`src/rtl/dtg_pkg.sv`:
```
package dtg_pkg;
  timeunit 1ns; timeprecision 1ps;

  typedef struct packed {
    logic sync;
    logic sample;
  } dtgStrobe_t;

  localparam logic [3:0] SEL_TONE   = 4'd0;
  localparam logic [3:0] SEL_STREAM = 4'd2;

  localparam logic [2:0] REG_FP0 = 3'd0;
  localparam logic [2:0] REG_FP1 = 3'd1;
  localparam logic [2:0] REG_SC0 = 3'd2;
  localparam logic [2:0] REG_SC1 = 3'd3;
  localparam logic [2:0] REG_SEL = 3'd4;

  localparam logic [2:0] GREG_CTRL = 3'd0;
  localparam logic [2:0] GREG_RATE = 3'd1;
endpackage

```
`src/rtl/dtg_ctrl.sv`:
```
module dtg_ctrl
  import dtg_pkg::*;
#(
  parameter int NUM_CH = 2,
  parameter int CH_W   = 1,
  parameter int RATE_W = 8,
  localparam int ADDR_W = CH_W + 4
) (
  input  logic                        clk,
  input  logic                        rstN,
  input  logic                        wrEn,
  input  logic [ADDR_W-1:0]           wrAddr,
  input  logic [31:0]                 wrData,
  output dtgStrobe_t                  strobes,
  output logic [NUM_CH-1:0][1:0][31:0] fpShadow,
  output logic [NUM_CH-1:0][1:0][15:0] scaleShadow,
  output logic [NUM_CH-1:0][3:0]      selReg,
  output logic [RATE_W-1:0]           rateVal
);
  timeunit 1ns; timeprecision 1ps;

  logic              isGlobal;
  logic [2:0]        regSel;
  logic [CH_W-1:0]   chSel;
  logic              syncQ;
  logic [RATE_W-1:0] rateCnt;
  logic [RATE_W-1:0] effRate;
  logic              tick;

  assign isGlobal = wrAddr[ADDR_W-1];
  assign regSel   = wrAddr[2:0];
  assign chSel    = wrAddr[CH_W+2:3];

  always_ff @(posedge clk or negedge rstN) begin
    if (!rstN) begin
      syncQ       <= 1'b0;
      rateVal     <= RATE_W'(1);
      fpShadow    <= '0;
      scaleShadow <= '0;
      selReg      <= '0;
    end else begin
      syncQ <= wrEn && isGlobal && (regSel == GREG_CTRL) && wrData[0];
      if (wrEn && isGlobal && (regSel == GREG_RATE))
        rateVal <= wrData[RATE_W-1:0];
      for (int c = 0; c < NUM_CH; c++) begin
        if (wrEn && !isGlobal && (chSel == CH_W'(c))) begin
          case (regSel)
            REG_FP0: fpShadow[c][0]    <= wrData;
            REG_FP1: fpShadow[c][1]    <= wrData;
            REG_SC0: scaleShadow[c][0] <= wrData[15:0];
            REG_SC1: scaleShadow[c][1] <= wrData[15:0];
            REG_SEL: selReg[c]         <= wrData[3:0];
            default: ;
          endcase
        end
      end
    end
  end

  // rate divider: a rate of zero behaves as one
  assign effRate = (rateVal == '0) ? RATE_W'(1) : rateVal;
  assign tick    = ({1'b0, rateCnt} + 1'b1) >= {1'b0, effRate};

  always_ff @(posedge clk or negedge rstN) begin
    if (!rstN)              rateCnt <= '0;
    else if (syncQ || tick) rateCnt <= '0;
    else                    rateCnt <= rateCnt + 1'b1;
  end

  always_comb begin
    strobes.sync   = syncQ;
    strobes.sample = tick && !syncQ;
  end
endmodule

```
`src/rtl/dtg_datapath.sv`:
```
module dtg_datapath
  import dtg_pkg::*;
#(
  parameter int NUM_CH   = 2,
  parameter int OUT_W    = 16,
  parameter int LUT_BITS = 10,
  localparam int IDX_W   = LUT_BITS - 2,
  localparam int QUARTER = 1 << IDX_W,
  localparam int FRAC_W  = 14,
  localparam int TONE_W  = 18,
  localparam int SUM_W   = TONE_W + 1,
  localparam longint AMP = 32767
) (
  input  logic                         clk,
  input  logic                         rstN,
  input  dtgStrobe_t                   strobes,
  input  logic [NUM_CH-1:0][1:0][31:0] fpShadow,
  input  logic [NUM_CH-1:0][1:0][15:0] scaleShadow,
  input  logic [NUM_CH-1:0][3:0]       selReg,
  input  logic [NUM_CH*OUT_W-1:0]      strmData,
  input  logic [NUM_CH-1:0]            strmValid,
  output logic [NUM_CH-1:0]            strmReady,
  output logic [NUM_CH*OUT_W-1:0]      chOut,
  output logic                         outValid
);
  timeunit 1ns; timeprecision 1ps;

  localparam int ROM_BITS = (QUARTER + 1) * 16;
  localparam logic signed [SUM_W-1:0] SAT_HI = SUM_W'((1 << (OUT_W - 1)) - 1);
  localparam logic signed [SUM_W-1:0] SAT_LO = -SAT_HI - SUM_W'(1);

  // quarter-wave table, entries 0..QUARTER inclusive, rational sine approximation
  function automatic logic [ROM_BITS-1:0] buildRom();
    logic [ROM_BITS-1:0] r;
    longint h, num, den, x;
    r = '0;
    h = 2 * longint'(QUARTER);
    for (int i = 0; i <= QUARTER; i++) begin
      x   = longint'(i);
      num = 16 * x * (h - x) * AMP;
      den = 5 * h * h - 4 * x * (h - x);
      r[i*16 +: 16] = 16'((num + den / 2) / den);
    end
    return r;
  endfunction

  localparam logic [ROM_BITS-1:0] ROM_FLAT = buildRom();

  function automatic logic signed [16:0] sineAt(input logic [15:0] ph);
    logic [IDX_W-1:0] idx;
    logic [IDX_W:0]   addr;
    logic [15:0]      mag;
    idx  = ph[13 -: IDX_W];
    addr = ph[14] ? (IDX_W+1)'(QUARTER) - {1'b0, idx} : {1'b0, idx};
    mag  = ROM_FLAT[addr*16 +: 16];
    return ph[15] ? -$signed({1'b0, mag}) : $signed({1'b0, mag});
  endfunction

  function automatic logic signed [TONE_W-1:0] scaleTone(input logic signed [16:0] s,
                                                         input logic [15:0] sc);
    logic signed [33:0]       prod;
    logic signed [TONE_W-1:0] v;
    prod = s * $signed({2'b00, sc[14:0]});
    v    = TONE_W'(prod >>> FRAC_W);
    return sc[15] ? -v : v;
  endfunction

  logic valQ;

  always_ff @(posedge clk or negedge rstN) begin
    if (!rstN) valQ <= 1'b0;
    else       valQ <= strobes.sample;
  end
  assign outValid = valQ;

  for (genvar c = 0; c < NUM_CH; c++) begin : g_ch
    logic [1:0][31:0]          fpAct;
    logic [1:0][15:0]          scAct;
    logic [1:0][15:0]          acc;
    logic signed [TONE_W-1:0]  tone [2];
    logic signed [SUM_W-1:0]   sum;
    logic signed [OUT_W-1:0]   satSum;
    logic signed [OUT_W-1:0]   nextSample;
    logic [OUT_W-1:0]          outQ;

    always_ff @(posedge clk or negedge rstN) begin
      if (!rstN) begin
        fpAct <= '0;
        scAct <= '0;
        acc   <= '0;
      end else if (strobes.sync) begin
        fpAct <= fpShadow[c];
        scAct <= scaleShadow[c];
        acc   <= '0;
      end else if (strobes.sample) begin
        for (int t = 0; t < 2; t++) acc[t] <= acc[t] + fpAct[t][15:0];
      end
    end

    always_comb begin
      for (int t = 0; t < 2; t++)
        tone[t] = scaleTone(sineAt(acc[t] + fpAct[t][31:16]), scAct[t]);
      sum = {tone[0][TONE_W-1], tone[0]} + {tone[1][TONE_W-1], tone[1]};
      if (sum > SAT_HI)      satSum = OUT_W'(SAT_HI);
      else if (sum < SAT_LO) satSum = OUT_W'(SAT_LO);
      else                   satSum = OUT_W'(sum);
      case (selReg[c])
        SEL_TONE:   nextSample = satSum;
        SEL_STREAM: nextSample = strmValid[c] ? strmData[c*OUT_W +: OUT_W] : '0;
        default:    nextSample = '0;
      endcase
    end

    assign strmReady[c] = strobes.sample && (selReg[c] == SEL_STREAM);

    always_ff @(posedge clk or negedge rstN) begin
      if (!rstN)               outQ <= '0;
      else if (strobes.sample) outQ <= nextSample;
    end
    assign chOut[c*OUT_W +: OUT_W] = outQ;
  end
endmodule

```
`src/rtl/dual_tone_gen.sv`:
```
module dual_tone_gen
  import dtg_pkg::*;
#(
  parameter int NUM_CH   = 2,
  parameter int OUT_W    = 16,
  parameter int LUT_BITS = 10,
  parameter int RATE_W   = 8,
  localparam int CH_W    = (NUM_CH > 1) ? $clog2(NUM_CH) : 1,
  localparam int ADDR_W  = CH_W + 4
) (
  input  logic                    clk,
  input  logic                    rstN,
  input  logic                    wrEn,
  input  logic [ADDR_W-1:0]       wrAddr,
  input  logic [31:0]             wrData,
  input  logic [NUM_CH*OUT_W-1:0] strmData,
  input  logic [NUM_CH-1:0]       strmValid,
  output logic [NUM_CH-1:0]       strmReady,
  output logic [NUM_CH*OUT_W-1:0] chOut,
  output logic                    outValid
);
  timeunit 1ns; timeprecision 1ps;

  dtgStrobe_t                   strobes;
  logic [NUM_CH-1:0][1:0][31:0] fpShadow;
  logic [NUM_CH-1:0][1:0][15:0] scaleShadow;
  logic [NUM_CH-1:0][3:0]       selReg;
  logic [RATE_W-1:0]            rateVal;
  logic                         syncStrobe;

  assign syncStrobe = strobes.sync;

  dtg_ctrl #(.NUM_CH(NUM_CH), .CH_W(CH_W), .RATE_W(RATE_W)) u_ctrl (
    .clk(clk), .rstN(rstN), .wrEn(wrEn), .wrAddr(wrAddr), .wrData(wrData),
    .strobes(strobes), .fpShadow(fpShadow), .scaleShadow(scaleShadow),
    .selReg(selReg), .rateVal(rateVal)
  );

  dtg_datapath #(.NUM_CH(NUM_CH), .OUT_W(OUT_W), .LUT_BITS(LUT_BITS)) u_dp (
    .clk(clk), .rstN(rstN), .strobes(strobes), .fpShadow(fpShadow),
    .scaleShadow(scaleShadow), .selReg(selReg), .strmData(strmData),
    .strmValid(strmValid), .strmReady(strmReady), .chOut(chOut),
    .outValid(outValid)
  );
endmodule

```
`config.mk`:
```
export PLATFORM = sky130hd
export DESIGN_NAME = dual_tone_gen
export DESIGN_NICKNAME = d
export VERILOG_FILES = /design/src/rtl/dtg_pkg.sv /design/src/rtl/dtg_ctrl.sv /design/src/rtl/dtg_datapath.sv /design/src/rtl/dual_tone_gen.sv
export SDC_FILE = /design/constraint.sdc
export NUM_CORES = 2
export LEC_CHECK = 0
export ABC_AREA = 1
export ABC_CLOCK_PERIOD_IN_PS = 30300
export BUFFER_PORTS_ARGS = -buffer_cell sky130_fd_sc_hd__buf_2
export CAP_MARGIN = 20
export CELL_PAD_IN_SITES_DETAIL_PLACEMENT = 0
export CELL_PAD_IN_SITES_GLOBAL_PLACEMENT = 1
export CORE_MARGIN = 5
export CORE_UTILIZATION = 40
export CTS_BUF_LIST = sky130_fd_sc_hd__clkbuf_16
export CTS_CLUSTER_DIAMETER = 40
export DETAILED_ROUTE_END_ITERATION = 6
export GPL_TIMING_DRIVEN = 0
export PLACE_DENSITY_LB_ADDON = 0.05
export SETUP_SLACK_MARGIN = 0.5
export SLEW_MARGIN = 10
export SYNTH_ARGS = -nofsm -noshare
export SYNTH_HDL_FRONTEND = slang
export SYNTH_SLANG_ARGS = --single-unit
```
`constraint.sdc`:
```
create_clock -name clk -period 30.3 [get_ports clk]
set_clock_uncertainty 0.05 [all_clocks]
set_input_delay 1.515 -clock clk [delete_from_list [all_inputs] [get_ports clk]]
set_output_delay 1.515 -clock clk [all_outputs]
set_load 0.03 [all_outputs]
```
==> results.toml <==
[outcome]
status = "finished, violations left"
violations = "design-rule violations"

[worst_setup_path]
worstPathMaxFanout = 10
path_common_cell = "nand2_1"
cpMaxStageDelayCell = "o21ai_0"
crit_path_end_kind = "flop"
r2r_cells = 77
path_class = "flop to flop"
critical_path_required_ns = 30.87
crit_path_start_kind = "flop"
crit_arrival_ns = 17.94
slowest_delay_ns = 0.70

[floorplan]
dieWidth_um = 468.9
fp-row-count = 168
core_area_um2 = 209600
die_y_um = 468.9
initial_core_util = 0.4019
die-area_um2 = 219800
num_io_pins = 109

[global_routing]
grt_max_degree = 111
grt_antenna_before_repair = 16
grt_pass1_wl_mm = 543.0
grtUsageMet3 = 0.06117
use_met2 = 0.5263
gr-total-overflow = 0
busiest_layer = "met2"
grtUsageMet1 = 0.4359
track_usage = 0.3283
grt_pass1_vias = 84975

[clock_network]
cts_tree = "done"
clock_path_buffers = 3
hold_buffers = 0
clk_latency_ns = 0.76
cts_root_buf = "clkbuf_16"
cts_setup_buffers = 0
numCtsBuffers = 86
clk_pin_slew_ns = 0.06
clock_sinks = 506
cts_resized = 0
ctsHtreeMaxLevel = 3

[logic_synthesis]
synth.area.mux_share = 0
ys_seq_elements = 506
synth_xor_area_frac = 0.02135
synth_cell_type_count = 82
ys_dominant_reg_cell = "dfrtp_1"
synth_compound_area_frac = 0.1170
synth_edf_count = 0
syn_nets = 13589
yosys.area_share.simple = 0.2690
ys_seq_area_frac = 0.1504
synthAdderAreaFrac = 0.3212
avgSynthCellArea_um2 = 7.039
syn_area_um2 = 84220
syn_inst = 11964
synth_warnings = 0
synth_top_family_by_area = "adder cells"
async_flop_share = 1.000

[sta]
worst_slew_pin_slew_ns = 1.233
period_needed_ns = 17.37
max_slew_margin = 0.1773
slew_viol_final = 0
fin_setup_tns_ns = 0
setup_viol = 0
hold_viol = 0
fmax_mhz = 57.58
rsz0062_at_grt = "false"
fin_crit_sh = 0.5731

[min_path]
min_path_cells = 2
hold_path_class = "flop to flop"

[final_layout]
finalNetCount = 13807
drive_gt1_frac = 0.06301
final_cell_mix = "3217 x nand2_1, 2034 x inv_1, 1101 x nor2_1"
final_common_cell = "nand2_1"
syn_to_final_growth_pct = 8.843

[detailed_routing]
antenna_left = 0
vias_per_cell = 5.553
wirelength_mm = 363.4
drt-initial-drc-count = 8164
wl_per_cell_um = 24.12
drc = 2
vias = 83677
first_pass_iters = 7

[place]
post-dp-hpwl_mm = 295.8
routabilityCongestion = 1.035
port_buffers = 108

[flow_run]
cap_viol_max_count = 0
flip-flops by register name (all words and copies together), names as in the netlist:
register	flops
u_dp.g_ch.scAct	64
u_ctrl.scaleShadow	64
u_dp.g_ch.outQ	32
u_dp.g_ch.acc	64
u_ctrl.selReg	8
u_dp.g_ch.fpAct	128
u_ctrl.rateCnt	8
u_ctrl.rateVal	8
u_ctrl.fpShadow	128
u_dp.outValid	1
u_ctrl.syncQ	1
final timing paths:
kind | end | slack, ns | start
hold reg to reg | u_dp.g_ch[0].fpAct[31]$_DFFE_PN0P_ | 0.40 | u_ctrl.fpShadow[31]$_DFFE_PN0P_
min in group asynchronous | u_dp.g_ch[0].scAct[21]$_DFFE_PN0P_ | 0.65 | rstN
setup reg to reg | u_dp.g_ch[0].outQ[4]$_DFFE_PN0P_ | 12.93 | u_dp.g_ch[0].acc[4]$_DFFE_PN0P_
setup / recovery | u_dp.g_ch[0].outQ[4]$_DFFE_PN0P_ | 12.93 | u_dp.g_ch[0].acc[4]$_DFFE_PN0P_
hold / removal | u_dp.g_ch[0].fpAct[31]$_DFFE_PN0P_ | 0.40 | u_ctrl.fpShadow[31]$_DFFE_PN0P_
max in group asynchronous | u_dp.g_ch[0].fpAct[58]$_DFFE_PN0P_ | 27.70 | rstN
routing by layer:
layer  wire length [µm]  share of wire
met2             163100           0.45
met5                 13       0.000036
met3              29320          0.081
met1             152600           0.42
met4              18310          0.050
cell usage after synthesis (all sizes together) (10+ instances only):
master	instances	area share
a21oi	486	0.030
buf	196	0.016
dfrtp	505	0.15
nand3	768	0.047
clkinv	22	0.00098
o221ai	22	0.0023
a211oi	10	0.00089
fa	1018	0.24
xnor2	81	0.0087
o311ai	24	0.0025
clkbuf	213	0.0095
nand4	67	0.0051
o21a	27	0.0024
o211ai	81	0.0072
ha	533	0.079
a31oi	88	0.0065
o21bai	27	0.0025
o2111ai	25	0.0026
a21o	18	0.0016
inv	2109	0.094
xor2	114	0.013
nand2	3329	0.15
or2	21	0.0016
o31ai	20	0.0018
o22ai	64	0.0048
a22oi	16	0.0014
nor2	1140	0.052
nand3b	35	0.0031
o21ai	741	0.044
nor3	78	0.0048
cells by family after synthesis:
logic type | count (synthesis)
and+or+nand+nor | 5461
buffers and inverters | 2541
AOI/OAI and AO/OA | 1710
adders and majority gates | 1551
DFF | 506
xor gates and xnor gates | 195
critical path, delay by kind of cell, from the launching register on:
kind | cells | cell delay (ns)
buf+inv | 12 | 2.18
fa+ha+maj | 12 | 4.86
compound gates | 20 | 4.04
xor+xnor | 2 | 0.69
simple gates | 31 | 4.98
flops | 1 | 0.40
layout make-up:
cell class / count / area, µm²
Fill cell: 22281 / 117900
Multi-Input combinational cell: 8917 / 61390
Sequential cell: 506 / 12660
Inverter: 2132 / 8026
Tap cell: 2805 / 3510
Buffer: 409 / 2186
Clock buffer: 86 / 2152
Timing Repair Buffer: 130 / 930.9
Clock inverter: 72 / 784.5
Antenna cell: 11 / 27.53
through the flow:
step,hold slack [ns],cell area (µm²),std cells,utilization,setup WS [ns]
after floorplan,0.3959,84220,11964,-,17.64
after global placement,0.4064,88270,14877,0.4212,13.24
after detailed placement,0.4067,88680,14896,0.4231,13.30
after CTS,0.3827,91620,15054,0.4372,13.07
after global routing,0.3982,91640,15057,0.4373,11.89
final,0.3951,91670,15068,0.4374,12.93
Power is not shown: default switching activity piles up to over one toggle a cycle in this logic, so the estimate is an artifact.
